===== src/rtl/qra_pkg.sv =====
package qra_pkg;
    typedef enum logic [2:0] {
        ST_IDLE,
        ST_NARB,
        ST_QARB,
        ST_GRANT,
        ST_WAIT_FREE
    } qra_state_e;
endpackage


===== src/rtl/qra_prio_enc.sv =====
module qra_prio_enc #(
    parameter int N = 16,
    localparam int W = (N > 1) ? $clog2(N) : 1
) (
    input  logic [N-1:0] vec,
    output logic [W-1:0] idx,
    output logic         any
);
    logic [N-1:0][W-1:0] chain;

    // Walk upwards: a higher set bit overrides any lower result.
    for (genvar g = 0; g < N; g++) begin : g_stage
        if (g == 0) begin : g_first
            assign chain[g] = '0;
        end else begin : g_rest
            assign chain[g] = vec[g] ? W'(g) : chain[g-1];
        end
    end

    assign idx = chain[N-1];
    assign any = |vec;
endmodule


===== src/rtl/qra_fair_track.sv =====
module qra_fair_track #(
    parameter int N = 16,
    localparam int W = (N > 1) ? $clog2(N) : 1
) (
    input  logic         clk,
    input  logic         rst_n,
    input  logic [N-1:0] cand,
    input  logic         clr,
    input  logic         take,
    input  logic [W-1:0] take_id,
    output logic [N-1:0] elig
);
    logic [N-1:0] served_q;
    logic [N-1:0] unserved;
    logic         round_done;

    assign unserved   = cand & ~served_q;
    assign round_done = (unserved == '0);
    assign elig       = round_done ? cand : unserved;

    for (genvar g = 0; g < N; g++) begin : g_bit
        always_ff @(posedge clk or negedge rst_n) begin
            if (!rst_n) begin
                served_q[g] <= 1'b0;
            end else if (clr) begin
                served_q[g] <= 1'b0;
            end else if (take) begin
                served_q[g] <= (take_id == W'(g)) ? 1'b1
                             : (round_done ? 1'b0 : served_q[g]);
            end
        end
    end
endmodule


===== src/rtl/quick_resel_arbiter.sv =====
module quick_resel_arbiter
    import qra_pkg::*;
#(
    parameter int NUM_IDS   = 16,
    parameter int OWN_ID    = 7,
    parameter int ARB_DELAY = 4,
    localparam int ID_W  = (NUM_IDS > 1) ? $clog2(NUM_IDS) : 1,
    localparam int CNT_W = $clog2(ARB_DELAY + 1)
) (
    input  logic               clk,
    input  logic               rst_n,
    input  logic               bus_free,
    input  logic               disc,
    input  logic               quick_en,
    input  logic [NUM_IDS-1:0] req_ids,
    input  logic [NUM_IDS-1:0] qcap,
    input  logic               local_req,
    output logic               grant,
    output logic [ID_W-1:0]    win_id,
    output logic               local_grant
);
    qra_state_e       state_q, state_d;
    logic [CNT_W-1:0] cnt_q;
    logic [ID_W-1:0]  win_q;

    logic [NUM_IDS-1:0] own_bit, all_req, qcand, elig;
    logic [ID_W-1:0]    n_id, q_id;
    logic               n_any, q_any;
    logic               start_norm, start_quick;
    logic               arb_start, arb_quick;

    assign own_bit = NUM_IDS'(local_req) << OWN_ID;
    assign all_req = req_ids | own_bit;
    assign qcand   = all_req & qcap;

    qra_prio_enc #(.N(NUM_IDS)) u_norm_enc (
        .vec (all_req),
        .idx (n_id),
        .any (n_any)
    );

    qra_fair_track #(.N(NUM_IDS)) u_fair (
        .clk     (clk),
        .rst_n   (rst_n),
        .cand    (qcand),
        .clr     (start_norm),
        .take    (start_quick),
        .take_id (q_id),
        .elig    (elig)
    );

    qra_prio_enc #(.N(NUM_IDS)) u_quick_enc (
        .vec (elig),
        .idx (q_id),
        .any (q_any)
    );

    assign start_norm  = bus_free && n_any &&
                         (state_q == ST_IDLE || state_q == ST_WAIT_FREE);
    assign start_quick = (state_q == ST_GRANT) && disc && quick_en && q_any;
    assign arb_start   = start_norm || start_quick;
    assign arb_quick   = start_quick;

    // Next state
    always_comb begin
        state_d = state_q;
        unique case (state_q)
            ST_IDLE:      if (start_norm) state_d = ST_NARB;
            ST_NARB,
            ST_QARB:      if (cnt_q == CNT_W'(ARB_DELAY - 1)) state_d = ST_GRANT;
            ST_GRANT:     if (disc) state_d = start_quick ? ST_QARB : ST_WAIT_FREE;
            ST_WAIT_FREE: if (bus_free) state_d = n_any ? ST_NARB : ST_IDLE;
            default:      state_d = ST_IDLE;
        endcase
    end

    // State register, delay counter and captured winner
    always_ff @(posedge clk or negedge rst_n) begin
        if (!rst_n) begin
            state_q <= ST_IDLE;
            cnt_q   <= '0;
            win_q   <= '0;
        end else begin
            state_q <= state_d;
            if (arb_start) begin
                cnt_q <= '0;
                win_q <= start_quick ? q_id : n_id;
            end else if (state_q == ST_NARB || state_q == ST_QARB) begin
                cnt_q <= cnt_q + 1'b1;
            end
        end
    end

    // Outputs
    always_comb begin
        grant       = (state_q == ST_GRANT);
        win_id      = win_q;
        local_grant = grant && (win_q == ID_W'(OWN_ID));
    end
endmodule


===== config.mk =====
export PLATFORM = sky130hd
export DESIGN_NAME = quick_resel_arbiter
export DESIGN_NICKNAME = d
export VERILOG_FILES = /design/src/rtl/qra_pkg.sv /design/src/rtl/qra_prio_enc.sv /design/src/rtl/qra_fair_track.sv /design/src/rtl/quick_resel_arbiter.sv
export SDC_FILE = /design/constraint.sdc
export NUM_CORES = 1
export LEC_CHECK = 0
export ABC_CLOCK_PERIOD_IN_PS = 6400
export BUFFER_PORTS_ARGS = -buffer_cell sky130_fd_sc_hd__buf_2
export CAP_MARGIN = 0
export CORE_MARGIN = 4
export CORE_UTILIZATION = 38
export DETAILED_ROUTE_END_ITERATION = 10
export HOLD_SLACK_MARGIN = 0.1
export PLACE_DENSITY = 0.68
export SETUP_SLACK_MARGIN = 0.15
export SLEW_MARGIN = 20
export SYNTH_ARGS = -nofsm -noshare
export SYNTH_HDL_FRONTEND = slang
export SYNTH_SLANG_ARGS = --single-unit

===== constraint.sdc =====
create_clock -name clk -period 6.4 [get_ports clk]
set_input_delay 0.96 -clock clk [delete_from_list [all_inputs] [get_ports clk]]
set_output_delay 0.96 -clock clk [all_outputs]
set_load 0.05 [all_outputs]

==> results of run 1 <==
## cells by family (layout without fill, tap and decap cells)
family	count (synthesis)	after routing	synth area share
AOI/OAI and AO/OA	83	83	0.3347
xor gates and xnor gates	1	1	0.004893
adders and majority gates	2	2	0.01397
buffers and inverters	16	58	0.04333
DFF	26	26	0.3634
muxes	3	3	0.01887
and+or+nand+nor	73	73	0.2208
## per-stage QoR
step	cells	hold WS, ps
finish	298	496.4
global route	298	545.3
CTS	298	502.2
detailed placement	294	481.3
global placement	294	471.6
floorplan	204	456.1
## cells in the final DEF, fill, tap and decap left out, types with 4 or more instances in the layout
cell type	instances
buf_2	43
dfrtp_1	26
nand2_1	20
a21oi_1	19
a22o_1	12
inv_1	10
nor2_1	10
nor3_1	9
o22ai_1	7
a21o_1	7
nor4_1	6
o21ai_0	6
a32o_1	5
clkbuf_8	4
## state kept, by name, indices dropped and copies added (netlist names)
signal / flops
win_id: 4
state_q: 3
u_fair.served_q: 16
cnt_q: 3
## power by group through the flow
stage | logic [mW] | registers [mW] | clock network [mW]
2_1_floorplan | 0.196 | 0.274 | 0
3_3_place_gp | 0.290 | 0.256 | 0
3_5_place_dp | 0.293 | 0.255 | 0
4_1_cts | 0.295 | 0.252 | 0.107
5_1_grt | 0.326 | 0.263 | 0.114
6_report | 0.293 | 0.254 | 0.104
## layout make-up
class	count	area [sq um]
well taps	52	65.06
multi-input cells	162	1066
fillers	464	2347
inverters	10	37.54
clock buffers	4	55.05
flip-flops and latches	26	650.6
repair buffers	44	222.7
## routing by layer
metal	GRT usage	vias to the layer above	routed length, um
met5	0	-	0
met4	0.08696	0	138
met3	0.02482	10	389
met2	0.2654	86	2290
met1	0.2412	865	2287
li1	-	882	-
## worst min path at each step
stage	start	end	slack [ps]
finish	cnt_q[2]	cnt_q[2]	500
global route	cnt_q[1]	cnt_q[1]	550
CTS	cnt_q[2]	cnt_q[2]	500
detailed placement	cnt_q[2]	cnt_q[2]	480
global placement	cnt_q[2]	cnt_q[2]	470
floorplan	cnt_q[2]	cnt_q[2]	460
## worst max-delay path, stage by stage
cell	delay, ps
buf_2	110
nand2_1	80
o2111ai_1	240
or3_1	190
or2_1	510
a21oi_1	210
nor4_1	650
a41oi_1	190
buf_4	220
a21oi_2	550
a22o_1	260
==> results by group, run 1 <==
Clocking
  • Clock Latency Late Sink: 270 ps
  • Clk pin slew, worst setup/hold paths: around 90 ps
  • H-tree levels: 1
  • CTS Buf Count: 3
  • Post-CTS resize count: 0
  • # hold bufs at CTS: 0
  • CTS tree: yes
  • Buffer count from post-CTS setup fixing: 0
  • Clock Tree Root: clkbuf_8
  • Sink Count: 26
  • Clk buf depth: 2

Yosys
  • Library cells used by synthesis: 53
  • Post-Synthesis Cells: roughly 200
  • Seq/Total Area, Yosys: 0.3634
  • Mean post-synth cell area: 8.777 sq um
  • Syn nets: 244
  • Top post-synthesis cells by area: dfrtp_1 36%, a22o_1 5.9%, a21oi_1 5.6%, nand2_1 4.2%, a21o_1 2.9%
  • Ys async rst share: 1.000
  • Post-synthesis register bit count: 26
  • Area share of the largest cell type after synthesis: 0.3634
  • Yosys warnings: 0
  • Yosys top cell by area: dfrtp_1
  • Synth Cell Area: approximately 1800 sq um
  • Number of flops mapped to enable cells by yosys: 0
  • Post-synth top flop: dfrtp_1
  • Synth top cells by count: 26 x dfrtp_1, 20 x a21oi_1, 20 x nand2_1
  • Most frequent cell after synthesis: dfrtp_1

Cells and area
  • Synth-to-Final Area Change: 17.12%
  • Final net count: ~290
  • Diode count: 0
  • Fin util: 0.4718
  • Post-route cell area: between 2000 and 2500 sq um
  • Layout cells sized above 1: 0.2398

Status
  • Status: finished, final reports clean

Global route
  • First-pass GRT wire length: ~8.4 mm
  • Antenna violations before repair: 0
  • Largest net degree at the start of global routing: 27
  • Congestion Overflow GR: 0
  • Total GRT Usage: 0.1746
  • Vias in the first global route: 1743

Route
  • Via count: between 1500 and 2000
  • First-pass DRT Iterations: 4
  • Post-route ant nets: 0
  • Routed vias/inst: 6.185
  • Final WL: 5.105 mm
  • Drt first-iter violations: 101
  • WL/cell: 17.13 um
  • Drc violations: 0

STA
  • Final min period: 3961 ps
  • Fmax: 0.2524 GHz
  • Period utilisation layout: 0.6189
  • RSZ-0062 raised after global routing: no
  • Worst-Margin Slew: around 900 ps
  • Final WS setup: 2439 ps
  • Worst clock skew: 6.532 ps
  • Hold Violations, Final: 0
  • Max-slew headroom: 0.4067
  • Setup violators final: 0
  • Setup_tns: 0 ps
  • Max Slew Vio Count: 0

Die
  • Die width: 76.64 um
  • Die Y: approximately 77 um
  • Core area: ~4400 sq um
  • # rows: 24
  • Initial Utilization: 0.4029
  • Die area: 5874 sq um
  • IO Pins: 44

Pwr
  • Lkg Pwr: just under 1 nW
  • Cell Int Power: ~0.38 mW
  • Seq pwr share: 0.390
  • P_sw: 0.2728 mW
  • Pwr Density: 310.7 nW/um^2
  • Tot Pwr: about 0.65 mW
  • Switching part of the total power: 0.4188
  • Max VDD drop: about 0.23 mV
  • Comb pwr share: 0.450
  • Clock share of power: 0.160

Setup path
  • Worst endpoint required time: 6600 ps
  • Worst Setup SP: req_ids[2]
  • Reg2Reg Capture Point: u_fair.served_q[15]
  • Setup CP Type: input pin to register
  • Worst r2r path cells: 10
  • Crit path to: u_fair.served_q[15]
  • CP max FO: 21
  • R2R setup slack: approximately 2900 ps
  • Kind of end point of the critical path: register
  • Reg-to-reg startpoint: u_fair.served_q[3]
  • Critical Path AT: ~4200 ps
  • CP Launch Type: input pin

Place
  • Pre-CTS setup slack: 1833 ps
  • Gpl congestion: slightly below 0.9
  • Post-DP Area: 2038 sq um
  • Final HPWL DP: between 4 and 5 mm
  • IO Port Bufs: between 40 and 50

Worst hold path
  • HP Class: register to register
  • WHS Path Cells: 1

Run
  • Max Cap Viol: 0
(Power assumes the default switching activity.)
==> inputs of run 2 (changes only) <==
ABC_CLOCK_PERIOD_IN_PS = 3650   (was 6400)
clock period = 3.65 ns   (was 6.4 ns; I/O delays follow)
==> results by group, run 2 (synthesis results as in run 1) <==
Route
  • Final WL: 5.570 mm
  • WL/cell: 17.80 um
  • Routed vias/inst: 6.013
  • Via count: 1882
  • First-pass DRT Iterations: 4
  • Drt first-iter violations: 121
  • Drc violations: 0
  • Post-route ant nets: 0

STA
  • Max-slew headroom: 0.5291
  • Worst-Margin Slew: around 710 ps
  • Final WS setup: between 300 and 400 ps
  • Worst clock skew: 1.718 ps
  • Fmax: 0.3058 GHz
  • Period utilisation layout: 0.8959
  • Setup violators final: 0
  • Hold Violations, Final: 0
  • RSZ-0062 raised after global routing: no
  • Final min period: about 3300 ps
  • Max Slew Vio Count: 0

Cells and area
  • Multi-input logic area: 1075 sq um
  • Layout cells sized above 1: 0.2912
  • Most common cell after layout, fill and taps aside: buf_2
  • Largest register FFs: 16
  • Biggest register: u_fair.served_q
  • Fill cell count: roughly 430
  • Diode count: 0
  • Synth-to-Final Area Change: 24.81%
  • Seq. cell area: 650.6 sq um
  • Commonest non-fill, non-tap cells in the layout: 43 x buf_2, 26 x dfrtp_1, 20 x nand2_1, 19 x a21oi_1, 16 x buf_4
  • Final net count: 302
  • Final Non-Filler Cells: approximately 310

Setup path
  • Setup CP Type: input pin to register
  • Family with the most delay on the worst path: compound AO/OA/AOI/OAI gates
  • Crit path cell chain: buf_2, nand2_1, o22ai_1, or4_1, or2_4, buf_4, a221o_1, a311o_1, a221oi_2, or2_2, a32o_1
  • CP max-delay cell: or4_1
  • Kind of end point of the critical path: register
  • Worst r2r path cells: 10
  • CP Launch Type: input pin
  • Worst endpoint required time: 3850 ps
  • Worst path max stage delay: 560 ps
  • Reg2Reg Capture Point: u_fair.served_q[13]
  • CP max FO: 17
  • R2R setup slack: 420 ps
  • Buffers plus inverters on the worst setup path: 2
  • Reg-to-reg startpoint: u_fair.served_q[11]
  • WP depth: 11
  • Worst Setup SP: req_ids[10]
  • Critical Path AT: roughly 3500 ps
  • Crit path to: u_fair.served_q[13]

Place
  • Placed insts: 309
  • Gpl congestion: 0.8876
  • Pre-CTS setup slack: -82.17 ps
  • Final HPWL DP: 4.482 mm
  • IO Port Bufs: 43

Die
  • Die Y: 76.64 um
  • # rows: 24
  • Core area: 4444 sq um
  • Die area: around 5900 sq um
  • Die width: 76.64 um
  • IO Pins: 44
  • Initial Utilization: 0.4029

Global route
  • Largest net degree at the start of global routing: 27
  • Vias in the first global route: 1907
  • Antenna violations before repair: 0
  • Total GRT Usage: 0.1966
  • Congestion Overflow GR: 0
  • First-pass GRT wire length: 9.356 mm

Clocking
  • Clock Latency Late Sink: 270 ps
  • H-tree levels: 1
  • CTS tree: yes
  • Clk pin slew, worst setup/hold paths: roughly 90 ps
  • Clock Tree Root: clkbuf_8
  • Sink Count: 26
  • CTS Buf Count: 3
  • Buffer count from post-CTS setup fixing: 0
  • Clk buf depth: 2

Pwr
  • Pwr Density: 548.6 nW/um^2
  • Max VDD drop: 0.4299 mV
  • Lkg Pwr: 1.063 nW

Worst hold path
  • HP Class: input pin to async pin

Run
  • Max Cap Viol: 0

Status
  • Status: finished, final reports clean
[run 2: changes by cell type in the layout (fill, tap and decap cells not counted)]
cell       before  now
buf_4           1   16
or2_1           1    0
nor4_1          6    5
bufinv_16       0    1
or2_4           0    1
nor4_2          1    2
clkbuf_8        4    3
[run 2: worst reg2reg max path, cell delays in order (launching register included)]
cell and delay (ps):
dfrtp_1 410, nand3b_1 130, o2111ai_1 150, or3_1 430
or2_4 340, buf_4 180, a221o_1 350, a311o_1 400
a221oi_2 380, or2_2 230, a32o_1 180
[run 2: worst min-delay path by stage]
stage             start          to  slack (ps)  depth (start not counted)
5_1_grt           rst_n  state_q[0]         310                          1
2_1_floorplan     rst_n    cnt_q[0]         250                          0
3_5_place_dp   cnt_q[2]    cnt_q[2]         480                          1
6_report          rst_n    cnt_q[2]         260                          1
4_1_cts           rst_n  state_q[0]         280                          1
3_3_place_gp   cnt_q[2]    cnt_q[2]         470                          1
[run 2: cell type report]
class	instances	share of cell area
clock inverter	1	0.01344
sequential	26	0.2912
clock buffer	3	0.01848
inverter	10	0.01680
tap	52	0.02912
multi-input combinational	162	0.4810
timing repair buffer	59	0.1501
[run 2: through the flow]
step | setup TNS (ps) | power (mW) | hold WS [ps] | utilization | cell area [sq um]
6_report | 0 | 1.226 | 257.6 | 0.5028 | 2235
5_1_grt | 0 | 1.309 | 313.2 | 0.5028 | 2235
4_1_cts | 0 | 1.227 | 281.8 | 0.5000 | 2222
3_5_place_dp | -898.8 | 0.9879 | 478.8 | 0.4840 | 2151
3_3_place_gp | -301.3 | 0.9802 | 472.2 | 0.4840 | 2151
2_1_floorplan | 0 | 0.8233 | 251.9 | - | 1790
[run 2: what timing repair did]
| item | in CTS | in global routing |
|---|---|---|
| hold buffers | 0 | 0 |
| endpoints found under the setup margin | 0 | 11 |
| resized for setup | 0 | 3 |
[run 2: where the power goes]
group | total (mW) | internal (mW) | switching, mW
Sequential | 0.448 | 0.361 | 0.0868
Clock | 0.234 | 0.147 | 0.0873
Combinational | 0.544 | 0.227 | 0.317
[run 2: routing by layer]
metal / share of wire / track usage / up-vias
li1: - / - / 917
met2: 0.48 / 0.3269 / 63
met1: 0.44 / 0.2588 / 893
met3: 0.064 / 0.03664 / 9
met5: 0 / 0 / -
met4: 0.018 / 0.05797 / 0
